--- config.mk ---
export PLATFORM = sky130hd
export DESIGN_NAME = wave_timer
export DESIGN_NICKNAME = d
export VERILOG_FILES = /design/src/rtl/wave_timer_pkg.sv /design/src/rtl/wave_timer_regs.sv /design/src/rtl/wave_timer_core.sv /design/src/rtl/wave_timer_pin.sv /design/src/rtl/wave_timer.sv
export SDC_FILE = /design/constraint.sdc
export NUM_CORES = 1
export LEC_CHECK = 0
export ABC_AREA = 0
export BUFFER_PORTS_ARGS = -buffer_cell sky130_fd_sc_hd__buf_2
export CORE_UTILIZATION = 50
export DETAILED_ROUTE_END_ITERATION = 16
export GPL_ROUTABILITY_DRIVEN = 0
export PLACE_DENSITY = 0.68
export SLEW_MARGIN = 5
export SYNTH_ARGS = -nofsm -noshare
export SYNTH_HDL_FRONTEND = slang
export SYNTH_HIERARCHICAL = 1
export SYNTH_SLANG_ARGS = --single-unit
--- constraint.sdc ---
create_clock -name clk -period 4.09 [get_ports clk]
set_clock_uncertainty 0.15 [all_clocks]
set_input_delay 0.409 -clock clk [delete_from_list [all_inputs] [get_ports clk]]
set_output_delay 0.409 -clock clk [all_outputs]
set_load 0.1 [all_outputs]
--- src/rtl/wave_timer_pkg.sv ---
package wave_timer_pkg;

  typedef enum logic [1:0] {
    CMD_NONE  = 2'd0,
    CMD_START = 2'd1,
    CMD_STOP  = 2'd2,
    CMD_CLEAR = 2'd3
  } tmr_cmd_e;

  typedef enum logic [1:0] {
    ST_IDLE,
    ST_ONESHOT,
    ST_EXPIRED,
    ST_SQUARE
  } tmr_state_e;

  localparam int CTRL_SQ_BIT    = 0;
  localparam int CTRL_ROUTE_BIT = 1;
  localparam int STAT_RUN_BIT   = 0;
  localparam int STAT_OUT_BIT   = 1;

endpackage

--- src/rtl/wave_timer_regs.sv ---
module wave_timer_regs #(
  parameter int CNT_W  = 16,
  parameter int DATA_W = 8,
  parameter int ADDR_W = 2
) (
  input  logic              clk,
  input  logic              rst,
  input  logic              wr_en,
  input  logic [ADDR_W-1:0] wr_addr,
  input  logic [DATA_W-1:0] wr_data,
  input  logic              clr_req,
  input  logic              lock,
  output logic [CNT_W-1:0]  n_val,
  output logic              sq_mode,
  output logic              route_en
);
  import wave_timer_pkg::*;

  localparam int LANES     = CNT_W / DATA_W;
  localparam int CTRL_ADDR = LANES;

  logic              wr_ok;
  logic [DATA_W-1:0] lane_q [LANES];

  assign wr_ok = wr_en && !lock && !clr_req;

  for (genvar g = 0; g < LANES; g++) begin : g_lane
    always_ff @(posedge clk) begin
      if (rst || clr_req) begin
        lane_q[g] <= '0;
      end else if (wr_ok && wr_addr == ADDR_W'(g)) begin
        lane_q[g] <= wr_data;
      end
    end
  end

  always_comb begin
    n_val = '0;
    for (int i = 0; i < LANES; i++) begin
      n_val[i*DATA_W +: DATA_W] = lane_q[i];
    end
  end

  always_ff @(posedge clk) begin
    if (rst || clr_req) begin
      sq_mode  <= 1'b0;
      route_en <= 1'b0;
    end else if (wr_ok && wr_addr == ADDR_W'(CTRL_ADDR)) begin
      sq_mode  <= wr_data[CTRL_SQ_BIT];
      route_en <= wr_data[CTRL_ROUTE_BIT];
    end
  end

  // configuration frozen while the timer is started
  assert_cfg_locked_R8: assert property (@(posedge clk) disable iff (rst)
    (lock && !clr_req) |=> ($stable(n_val) && $stable(sq_mode) && $stable(route_en)));

  // clear wipes every register
  assert_clear_wipes_R9: assert property (@(posedge clk) disable iff (rst)
    clr_req |=> (n_val == '0 && !sq_mode && !route_en));

endmodule

--- src/rtl/wave_timer_core.sv ---
module wave_timer_core #(
  parameter int CNT_W = 16
) (
  input  logic             clk,
  input  logic             rst,
  input  logic             start_req,
  input  logic             stop_req,
  input  logic             clr_req,
  input  logic             sq_mode,
  input  logic [CNT_W-1:0] n_val,
  output logic             running,
  output logic             tmr_out
);
  import wave_timer_pkg::*;

  localparam logic [CNT_W-1:0] N_MIN = CNT_W'(2);
  localparam logic [CNT_W-1:0] ONE   = CNT_W'(1);

  tmr_state_e       st;
  logic [CNT_W-1:0] cnt;
  logic [CNT_W-1:0] n_eff;
  logic [CNT_W-1:0] p_len;
  logic [CNT_W-1:0] q_len;

  always_comb begin
    n_eff = (n_val < N_MIN) ? N_MIN : n_val;
    p_len = n_eff >> 1;
    q_len = n_eff - p_len;
  end

  always_ff @(posedge clk) begin
    if (rst || clr_req || stop_req) begin
      st      <= ST_IDLE;
      tmr_out <= 1'b1;
      cnt     <= '0;
    end else begin
      case (st)
        ST_IDLE: begin
          if (start_req) begin
            tmr_out <= 1'b1;
            if (sq_mode) begin
              st  <= ST_SQUARE;
              cnt <= p_len - ONE;
            end else begin
              st  <= ST_ONESHOT;
              cnt <= n_eff - ONE;
            end
          end
        end
        ST_ONESHOT: begin
          if (start_req) begin
            cnt <= n_eff - ONE;
          end else if (cnt == '0) begin
            tmr_out <= 1'b0;
            st      <= ST_EXPIRED;
          end else begin
            cnt <= cnt - ONE;
          end
        end
        ST_EXPIRED: begin
          st <= ST_EXPIRED;
        end
        ST_SQUARE: begin
          if (cnt == '0) begin
            tmr_out <= ~tmr_out;
            cnt     <= tmr_out ? (q_len - ONE) : (p_len - ONE);
          end else begin
            cnt <= cnt - ONE;
          end
        end
        default: st <= ST_IDLE;
      endcase
    end
  end

  assign running = (st != ST_IDLE);

  // idle always means a high output
  assert_idle_high_R1: assert property (@(posedge clk) disable iff (rst)
    !running |-> tmr_out);

  // stop lands in idle with output high
  assert_stop_idle_R5: assert property (@(posedge clk) disable iff (rst)
    stop_req |=> (!running && tmr_out));

  // a falling output only happens while started
  assert_fall_running_R3: assert property (@(posedge clk) disable iff (rst)
    $fell(tmr_out) |-> running);

  // an expired one-shot stays low until stop or clear
  assert_expired_low_R5: assert property (@(posedge clk) disable iff (rst)
    (running && !sq_mode && !tmr_out && !stop_req && !clr_req) |=> !tmr_out);

  // a square-wave phase holds its level until its count ends
  assert_phase_hold_R6: assert property (@(posedge clk) disable iff (rst)
    (running && sq_mode && cnt != '0 && !stop_req && !clr_req) |=> $stable(tmr_out));

endmodule

--- src/rtl/wave_timer_pin.sv ---
module wave_timer_pin (
  input  logic route_en,
  input  logic tmr_out,
  input  logic gp_oe,
  input  logic gp_lvl,
  output logic pin_oe,
  output logic pin_out
);

  always_comb begin
    if (route_en) begin
      pin_oe  = 1'b1;
      pin_out = tmr_out;
    end else begin
      pin_oe  = gp_oe;
      pin_out = gp_lvl;
    end
  end

endmodule

--- src/rtl/wave_timer.sv ---
module wave_timer #(
  parameter int CNT_W  = 16,
  parameter int DATA_W = 8,
  parameter int ADDR_W = 2
) (
  input  logic              clk,
  input  logic              rst,
  input  logic              wr_en,
  input  logic [ADDR_W-1:0] wr_addr,
  input  logic [DATA_W-1:0] wr_data,
  input  logic              cmd_valid,
  input  logic [1:0]        cmd_code,
  input  logic [ADDR_W-1:0] rd_addr,
  output logic [DATA_W-1:0] rd_data,
  input  logic              gp_oe,
  input  logic              gp_lvl,
  output logic              tmr_out,
  output logic              pin_oe,
  output logic              pin_out
);
  import wave_timer_pkg::*;

  localparam int LANES     = CNT_W / DATA_W;
  localparam int CTRL_ADDR = LANES;
  localparam int STAT_ADDR = LANES + 1;

  logic             start_req;
  logic             stop_req;
  logic             clr_req;
  logic             running;
  logic             sq_mode;
  logic             route_en;
  logic [CNT_W-1:0] n_val;
  logic [DATA_W-1:0] rd_mux;

  assign start_req = cmd_valid && (cmd_code == CMD_START);
  assign stop_req  = cmd_valid && (cmd_code == CMD_STOP);
  assign clr_req   = cmd_valid && (cmd_code == CMD_CLEAR);

  wave_timer_regs #(.CNT_W(CNT_W), .DATA_W(DATA_W), .ADDR_W(ADDR_W)) u_regs (
    .clk      (clk),
    .rst      (rst),
    .wr_en    (wr_en),
    .wr_addr  (wr_addr),
    .wr_data  (wr_data),
    .clr_req  (clr_req),
    .lock     (running),
    .n_val    (n_val),
    .sq_mode  (sq_mode),
    .route_en (route_en)
  );

  wave_timer_core #(.CNT_W(CNT_W)) u_core (
    .clk       (clk),
    .rst       (rst),
    .start_req (start_req),
    .stop_req  (stop_req),
    .clr_req   (clr_req),
    .sq_mode   (sq_mode),
    .n_val     (n_val),
    .running   (running),
    .tmr_out   (tmr_out)
  );

  wave_timer_pin u_pin (
    .route_en (route_en),
    .tmr_out  (tmr_out),
    .gp_oe    (gp_oe),
    .gp_lvl   (gp_lvl),
    .pin_oe   (pin_oe),
    .pin_out  (pin_out)
  );

  always_comb begin
    rd_mux = '0;
    for (int i = 0; i < LANES; i++) begin
      if (rd_addr == ADDR_W'(i)) rd_mux = n_val[i*DATA_W +: DATA_W];
    end
    if (rd_addr == ADDR_W'(CTRL_ADDR)) begin
      rd_mux[CTRL_SQ_BIT]    = sq_mode;
      rd_mux[CTRL_ROUTE_BIT] = route_en;
    end
    if (rd_addr == ADDR_W'(STAT_ADDR)) begin
      rd_mux[STAT_RUN_BIT] = running;
      rd_mux[STAT_OUT_BIT] = tmr_out;
    end
  end

  always_ff @(posedge clk) begin
    if (rst) rd_data <= '0;
    else     rd_data <= rd_mux;
  end

  // a routed pin is an output and reads high while idle
  assert_routed_idle_R10: assert property (@(posedge clk) disable iff (rst)
    (route_en && !running) |-> (pin_oe && pin_out));

endmodule

# After elaboration in Yosys (flattened, before gate mapping)
# Memories as Yosys holds them, arrays and structs flattened.
# Index checks and enable logic that the tools add are counted.
# word_totals
regBits	29
mem_bits_rw	16
input_bits	20
word_cells	88
memories	1
# op_classes
addsub	5
magnitude_cmp	1
n_eq_ne	16
n_mux	34
bitwise	3
n_reduce_logical	22
# memory_table
memory	depth	width	rd	rd_clocked_by_memory_dff	write_ports	line	text
u_regs.lane_q	2	8	2	0	2	wave_timer_regs.sv:23	logic [DATA_W-1:0] lane_q [LANES];
# op_table
cell	n
2-to-1 mux 16 bit	7
case mux 16 bit (3 select lines)	1
subtractor 16 x 1 -> 16 bit (second input constant)	3
2-to-1 mux 8 bit	4
zero test 16 bit	1
< comparator 16 x 2 -> 1 bit (second input constant)	1
subtractor 15 x 1 -> 16 bit (second input constant)	1
subtractor 16 x 15 -> 16 bit	1
equality test 2 bit (second input constant)	7
2-to-1 mux 1 bit	14
2-to-1 mux 2 bit	6
equality test 2 x 1 -> 1 bit (second input constant)	4
logical AND 1 bit	8
zero test 2 bit	3
case mux 2 bit (3 select lines)	1
nonzero test 3 bit	2
AND reduction 5 bit	1
inequality test 2 x 1 -> 1 bit (second input constant)	2
inequality test 2 bit (second input constant)	2
AND reduction 4 bit	1
inequality test 3 bit (second input constant)	1
case mux 1 bit (3 select lines)	1
AND reduction 3 bit	1
zero test 1 bit	2
other kinds (4)	6

# Depth between registers and ports, before layout
# Gate-level depths: netlist of run 1.
# logic_depth
depth_word	9
ltp_mapped	15

# Hierarchy
# Netlist of run 1, hierarchy kept.
# by_module_without_submodules
mod	n_inst	cells_per_inst	area_each_um2	seq_area_each_um2
wave_timer_core	1	461	3323.2	380.4
wave_timer_regs	1	50	739.5	520.5
wave_timer	1	31	359.1	160.2
wave_timer_pin	1	2	21.3	0.0

# Least setup slack after synthesis of run 1
# Ideal clock, no wire load.
# synth_path
path_type	register to register
start	mem u_regs.lane_q[1][7]
end	reg u_core.cnt[14]
setup_ns	0.119
arrival_ns	3.231
t_required_ns	3.821
setup_slack_ns	0.590
stages_incl_launch_ff	16
path_buffers	0
cell_sequence	edfxtp_1 > inv_1 > ha_1 > nor4b_1 > nand4_1 > nand2b_1 > inv_1 > ha_1 > fa_1 > a21oi_1 > o211ai_1 > o2bb2ai_1 > o41a_1 > nand3_1 > a311oi_1 > o221a_1
# synth_lines
item	line	text
start: declaration	wave_timer_regs.sv:23	
end signal: assignment	wave_timer_core.sv:43	cnt <= p_len - ONE;
end signal: assignment	wave_timer_core.sv:46	cnt <= n_eff - ONE;
end signal: assignment	wave_timer_core.sv:52	cnt <= n_eff - ONE;
end: declaration	wave_timer_core.sv:20	logic [CNT_W-1:0] cnt;

==> impl_metrics.tcl, run 1 <==
set metrics [dict create \
    status "finished clean" \
    period_minus_slack_ns 3.87 \
    fp.dieH_um 96.3 \
    holdWs_ns 0.222 \
    drive_gt1_frac 0.136 \
    clk_pin_slew_worst_paths_ns 0.09 \
    port_buffers 30 \
    p_leak_nw 2.02 \
    syn_area_per_cell_sq_um 8.17 \
    p_comb_frac 0.464 \
    clkSinkCount 45 \
    hold_path_class "in2reg" \
    post-route-period-util 0.946 \
    syn_to_final_growth_pct 9.66 \
    fp.coreArea_sq_um 8680 \
    antenna_found_initial 0 \
    tightest_slew_ns 1.18 \
    rsz0062_at_grt "no" \
    fin_area_sq_um 4870 \
    diodes 0 \
    grt_pass1_vias 4023 \
    finalSetupTns_ns 0 \
    io_pins 31 \
    cts-root-buf "clkbuf_8" \
    required_ns 4.17 \
    slowest_stage "edfxtp_1" \
    path_class "reg2reg" \
    grt_pass1_wl_um 20400 \
    whs_path_depth 3 \
    cts_buffer_depth 2 \
    grt.total_usage 0.294 \
    vias 4219 \
    num_rows 34 \
    synthArstFlopShare 0 \
    yosys_warnings 6 \
    synth_cell_type_count 79 \
    cts_tree "built" \
    fp.dieW_um 96.3 \
    seqPwrFrac 0.324 \
    drtPass1Iterations 5 \
    hpwl_um 10100 \
    reg2reg_depth 16 \
    netlist_instances 544 \
    finalHoldViolCount 0 \
    max_stage_delay_ns 0.45 \
    postRouteAntennaNets 0 \
    cts_hold_buf 0 \
    drtIter0Drc 403 \
    synth_flop_cell "dfxtp_1" \
    viasPerCell 6.18 \
    ys_ff_latch 45 \
    numCtsBuffers 5 \
    place_area_sq_um 4750 \
    synth_fp_nets 610 \
    finalSetupViolations 0 \
    p_sw_mw 0.674 \
    drv_cap 0 \
    grt_max_degree 17 \
    cp-start-kind "flop" \
    p_int_mw 0.971 \
    cp_cell_sequence "inv_1 -> ha_1 -> nor4b_2 -> nand4_1 -> nand2b_4 -> inv_1 -> ha_1 -> a211oi_2 -> o31ai_1 -> nand4b_1 -> a2111oi_0 -> buf_4 -> o41ai_1 -> mux2i_1 -> a311o_1 -> a31oi_1" \
    initial_core_util 0.512 \
    synth-edff-count 16 \
    clk_latency_ns 0.31 \
    final_nets 640 \
    cts_resized 0 \
    path_max_fanout 5 \
    clkPwrFrac 0.212 \
    detail_route.wirelength_um 12800 \
    drc 0 \
    critPathArrivalTime_ns 3.95 \
    ir_worst_vdd_mv 0.171 \
    p_sw_frac 0.410 \
    synth_area_sq_um 4440 \
    clock.fmax_mhz 259 \
    htree_levels 2 \
    seq_area_frac_synth 0.239 \
    wl_per_cell_um 18.8 \
    postCtsSetupBuffers 0 \
    dieArea_sq_um 9270 \
    grt_overflow 0 \
    finalMaxSlewViolations 0 \
    power_density_nw_per_um2 338 \
    end_kind "flop" \
    max-slew-margin-rel 0.204 \
]
==> power groups by stage <==
stage | clock [mW] | sequential, mW | combinational, mW
2_1_floorplan | 0 | 0.564 | 0.537
3_3_place_gp | 0 | 0.540 | 0.730
3_5_place_dp | 0 | 0.543 | 0.740
4_1_cts | 0.353 | 0.532 | 0.746
5_1_grt | 0.368 | 0.538 | 0.826
6_report | 0.348 | 0.534 | 0.764
==> state kept, by name, indices dropped and copies added (netlist names) <==
register / count
rd_data: 8
u_core/cnt: 16
u_core/st: 2
u_core/tmr_out: 1
u_regs/lane_q: 16
u_regs/route_en: 1
u_regs/sq_mode: 1
==> cell usage in the layout, fill, tap and decap left out, drive strengths merged, types with 8 or more instances in the layout <==
| master | n |
|---|---|
| a211oi | 9 |
| a21oi | 42 |
| a31oi | 10 |
| and2 | 18 |
| buf | 47 |
| dfxtp | 29 |
| edfxtp | 16 |
| ha | 45 |
| inv | 42 |
| mux2i | 12 |
| nand2 | 41 |
| nand2b | 8 |
| nor2 | 44 |
| nor3 | 13 |
| o21ai | 38 |
| xnor2 | 38 |
| xor2 | 10 |
==> synthesized netlist by cell type, types with 3 or more instances <==
library cell / n / area, sq um
xnor2_1: 38 / 333
edfxtp_1: 16 / 480
inv_1: 42 / 158
nand4_1: 4 / 25.0
nand2_1: 41 / 154
clkbuf_1: 20 / 75.1
o21ai_0: 35 / 175
mux2i_1: 12 / 120
ha_1: 45 / 563
a22oi_1: 3 / 22.5
nor2b_1: 4 / 25.0
a211oi_1: 8 / 60.1
nor2_1: 43 / 161
o31ai_1: 3 / 22.5
nand3_1: 7 / 35.0
dfxtp_1: 29 / 581
o221ai_1: 6 / 52.6
and2_1: 18 / 113
xor2_1: 10 / 87.6
nor3_1: 13 / 65.1
a21oi_1: 41 / 205
nor4_1: 7 / 43.8
a21boi_0: 3 / 22.5
o22ai_1: 3 / 18.8
or3_1: 5 / 31.3
nand2b_1: 7 / 43.8
o21bai_1: 3 / 22.5
a31oi_1: 10 / 62.6
==> area by class of cell <==
class | instances | area, sq um
clock buffers | 6 | 72.6
clock inverters | 2 | 33.8
fillers | 823 | 3810
inverters | 43 | 161
multi-input cells | 432 | 3130
flip-flops and latches | 45 | 1060
well taps | 108 | 135
repair buffers | 47 | 278
==> worst paths after layout <==
path / from / to / slack (ns)
setup / recovery: u_regs/lane_q[1][7] / u_core/cnt[15] / 0.22
hold / removal: wr_data[1] / u_regs/route_en / 0.22
setup reg to reg: u_regs/lane_q[1][7] / u_core/cnt[15] / 0.22
hold reg to reg: u_regs/route_en / u_regs/route_en / 0.38
==> logic make-up (layout without fill, tap and decap cells) <==
logic type / after synthesis / count (layout) / share of synthesized area
mux: 16 / 16 / 0.0431
compound gates: 151 / 151 / 0.226
buf+inv: 67 / 98 / 0.0608
fa+ha+maj: 46 / 46 / 0.131
flops: 45 / 45 / 0.239
xor+xnor: 48 / 48 / 0.0946
simple gates: 171 / 171 / 0.206
==> through the flow <==
step	total power, mW	std cells	setup slack, ns	utilization
2_1_floorplan	1.10	544	0.590	-
3_3_place_gp	1.27	675	0.283	0.547
3_5_place_dp	1.28	675	0.0780	0.547
4_1_cts	1.63	683	0.0356	0.559
5_1_grt	1.73	683	0.0263	0.561
6_report	1.65	683	0.223	0.561
==> critical path: cells and delay by family (launching register included) <==
kind	cells	cell delay [ns]
flops	1	0.45
simple gates	4	0.87
compound gates	6	1.38
mux	1	0.16
fa+ha+maj	2	0.43
buf+inv	3	0.36
==> layer usage <==
metal	vias up	track usage	wire (um)
met1	1988	0.367	5350
met5	-	0	0
li1	2000	-	-
met2	188	0.498	6010
met3	43	0.0395	905
met4	0	0.137	562
No activity file was read; power rests on OpenSTA's default activity.
==> run 2: changes to the inputs <==
--- a/config.mk
+++ b/config.mk
@@ -8,4 +8,5 @@
 export ABC_AREA = 0
 export BUFFER_PORTS_ARGS = -buffer_cell sky130_fd_sc_hd__buf_2
+export CORE_MARGIN = 3
 export CORE_UTILIZATION = 50
 export DETAILED_ROUTE_END_ITERATION = 16
--- a/constraint.sdc
+++ b/constraint.sdc
@@ -3,3 +3,3 @@
 set_input_delay 0.409 -clock clk [delete_from_list [all_inputs] [get_ports clk]]
 set_output_delay 0.409 -clock clk [all_outputs]
-set_load 0.1 [all_outputs]
+set_load 0.01 [all_outputs]
==> impl_metrics.tcl, run 2 (same netlist as run 1, synthesis figures left out) <==
set metrics [dict create \
    cts_tree "built" \
    fin_area_sq_um 4890 \
    p_sw_frac 0.380 \
    htree_levels 2 \
    clkSinkCount 45 \
    viasPerCell 6.20 \
    initial_core_util 0.527 \
    finalMaxSlewViolations 0 \
    period_minus_slack_ns 3.89 \
    final_cell_mix "ha_1, nor2_1, inv_1" \
    fp.dieH_um 100 \
    tightest_slew_ns 1.25 \
    startpoint "u_regs/lane_q[0][7]" \
    seqPwrFrac 0.321 \
    wl_per_cell_um 18.5 \
    critPathArrivalTime_ns 3.94 \
    p_comb_frac 0.433 \
    port_buffers 30 \
    cts_hold_buf 0 \
    postRouteAntennaNets 0 \
    status "finished clean" \
    vias 4208 \
    antenna_found_initial 0 \
    drtIter0Drc 389 \
    fp.coreArea_sq_um 8420 \
    finalSetupViolations 0 \
    mostFrequentLayoutCell "ha_1" \
    num_rows 33 \
    numCtsBuffers 5 \
    hpwl_um 9800 \
    drv_cap 0 \
    p_int_mw 1.03 \
    fillCellCount 792 \
    drtPass1Iterations 5 \
    grt_pass1_vias 3966 \
    end_kind "flop" \
    path_max_fanout 5 \
    drc 0 \
    cts-root-buf "clkbuf_8" \
    grt.total_usage 0.255 \
    clock.fmax_mhz 257 \
    place_area_sq_um 4740 \
    syn_to_final_growth_pct 10.1 \
    dieArea_sq_um 10100 \
    diodes 0 \
    grt_overflow 0 \
    drive_gt1_frac 0.138 \
    clk_latency_ns 0.30 \
    clkPwrFrac 0.246 \
    final_nets 639 \
    path_class "reg2reg" \
    cp-start-kind "flop" \
    ir_worst_vdd_mv 0.177 \
    finalHoldViolCount 0 \
    grt_max_degree 27 \
    grt_pass1_wl_um 20300 \
    final_core_util 0.581 \
    cts_buffer_depth 2 \
    largestRegisters "u_core/cnt x16, u_regs/lane_q x16, rd_data x8" \
    fp.dieW_um 100 \
    p_leak_nw 2.03 \
    max-slew-margin-rel 0.159 \
    hp-start "wr_data[0]" \
    r2r-start "u_regs/lane_q[0][7]" \
    hold_path_class "in2reg" \
    clk_pin_slew_worst_paths_ns 0.09 \
    power_density_nw_per_um2 341 \
    detail_route.wirelength_um 12600 \
    required_ns 4.14 \
    io_pins 31 \
    finalSetupTns_ns 0 \
    post-route-period-util 0.951 \
    rsz0062_at_grt "no" \
    p_sw_mw 0.633 \
]
## run 2: changes by cell type in the layout (fill, tap and decap cells not counted), sizes merged
cell / change
buf: -1
clkbuf: -1
bufinv: +1
## run 2: metal layers
layer,track usage,wire [um],vias to the layer above
met5,0,0,-
met4,0.0964,398,0
met3,0.0264,761,33
met2,0.426,5990,178
met1,0.341,5440,1992
li1,-,-,2005
## run 2: layout make-up
cell class / instances / area, sq um / share of cell area
Clock inverter: 3 / 65.1 / 0.0133
Sequential cell: 45 / 1060 / 0.217
Tap cell: 105 / 131 / 0.0269
Timing Repair Buffer: 46 / 270 / 0.0553
Inverter: 43 / 161 / 0.0330
Multi-Input combinational cell: 432 / 3130 / 0.641
Clock buffer: 5 / 68.8 / 0.0141
## run 2: final timing paths
check | to | slack [ns] | depth (start not counted)
setup / recovery | u_core/cnt[14] | 0.20 | 13
hold reg to reg | u_regs/route_en | 0.40 | 2
hold / removal | u_regs/sq_mode | 0.22 | 3
setup reg to reg | u_core/cnt[14] | 0.20 | 13
## run 2: power by group through the flow
stage	Sequential [mW]	Clock, mW	Combinational [mW]
floorplan	0.536	0	0.528
global placement	0.542	0	0.689
detailed placement	0.544	0	0.695
CTS	0.534	0.420	0.701
global route	0.539	0.439	0.787
finish	0.535	0.410	0.721
## run 2: worst max-delay path, stage by stage, from the launching register on
cell	delay (ns)
edfxtp_1	0.50
nor4_1	0.52
nand4_1	0.31
nand2b_4	0.19
inv_1	0.07
ha_1	0.24
fa_1	0.42
a21oi_1	0.19
o211ai_1	0.21
o2bb2ai_1	0.20
o41a_1	0.36
nand3_1	0.11
a311oi_1	0.10
o221a_1	0.21
## run 2: through the flow
step	hold WS [ns]	power (mW)	instances	setup WS, ns
detailed placement	0.385	1.24	671	0.130
floorplan	0.321	1.06	544	0.590
CTS	0.211	1.65	679	0.0852
global placement	0.355	1.23	671	0.269
global route	0.223	1.77	679	0.00588
finish	0.220	1.67	679	0.201
## run 2: repair_timing
action                     CTS  global route
setup buffers                0             0
setup endpoints to repair    0             7
resized for setup            0             3
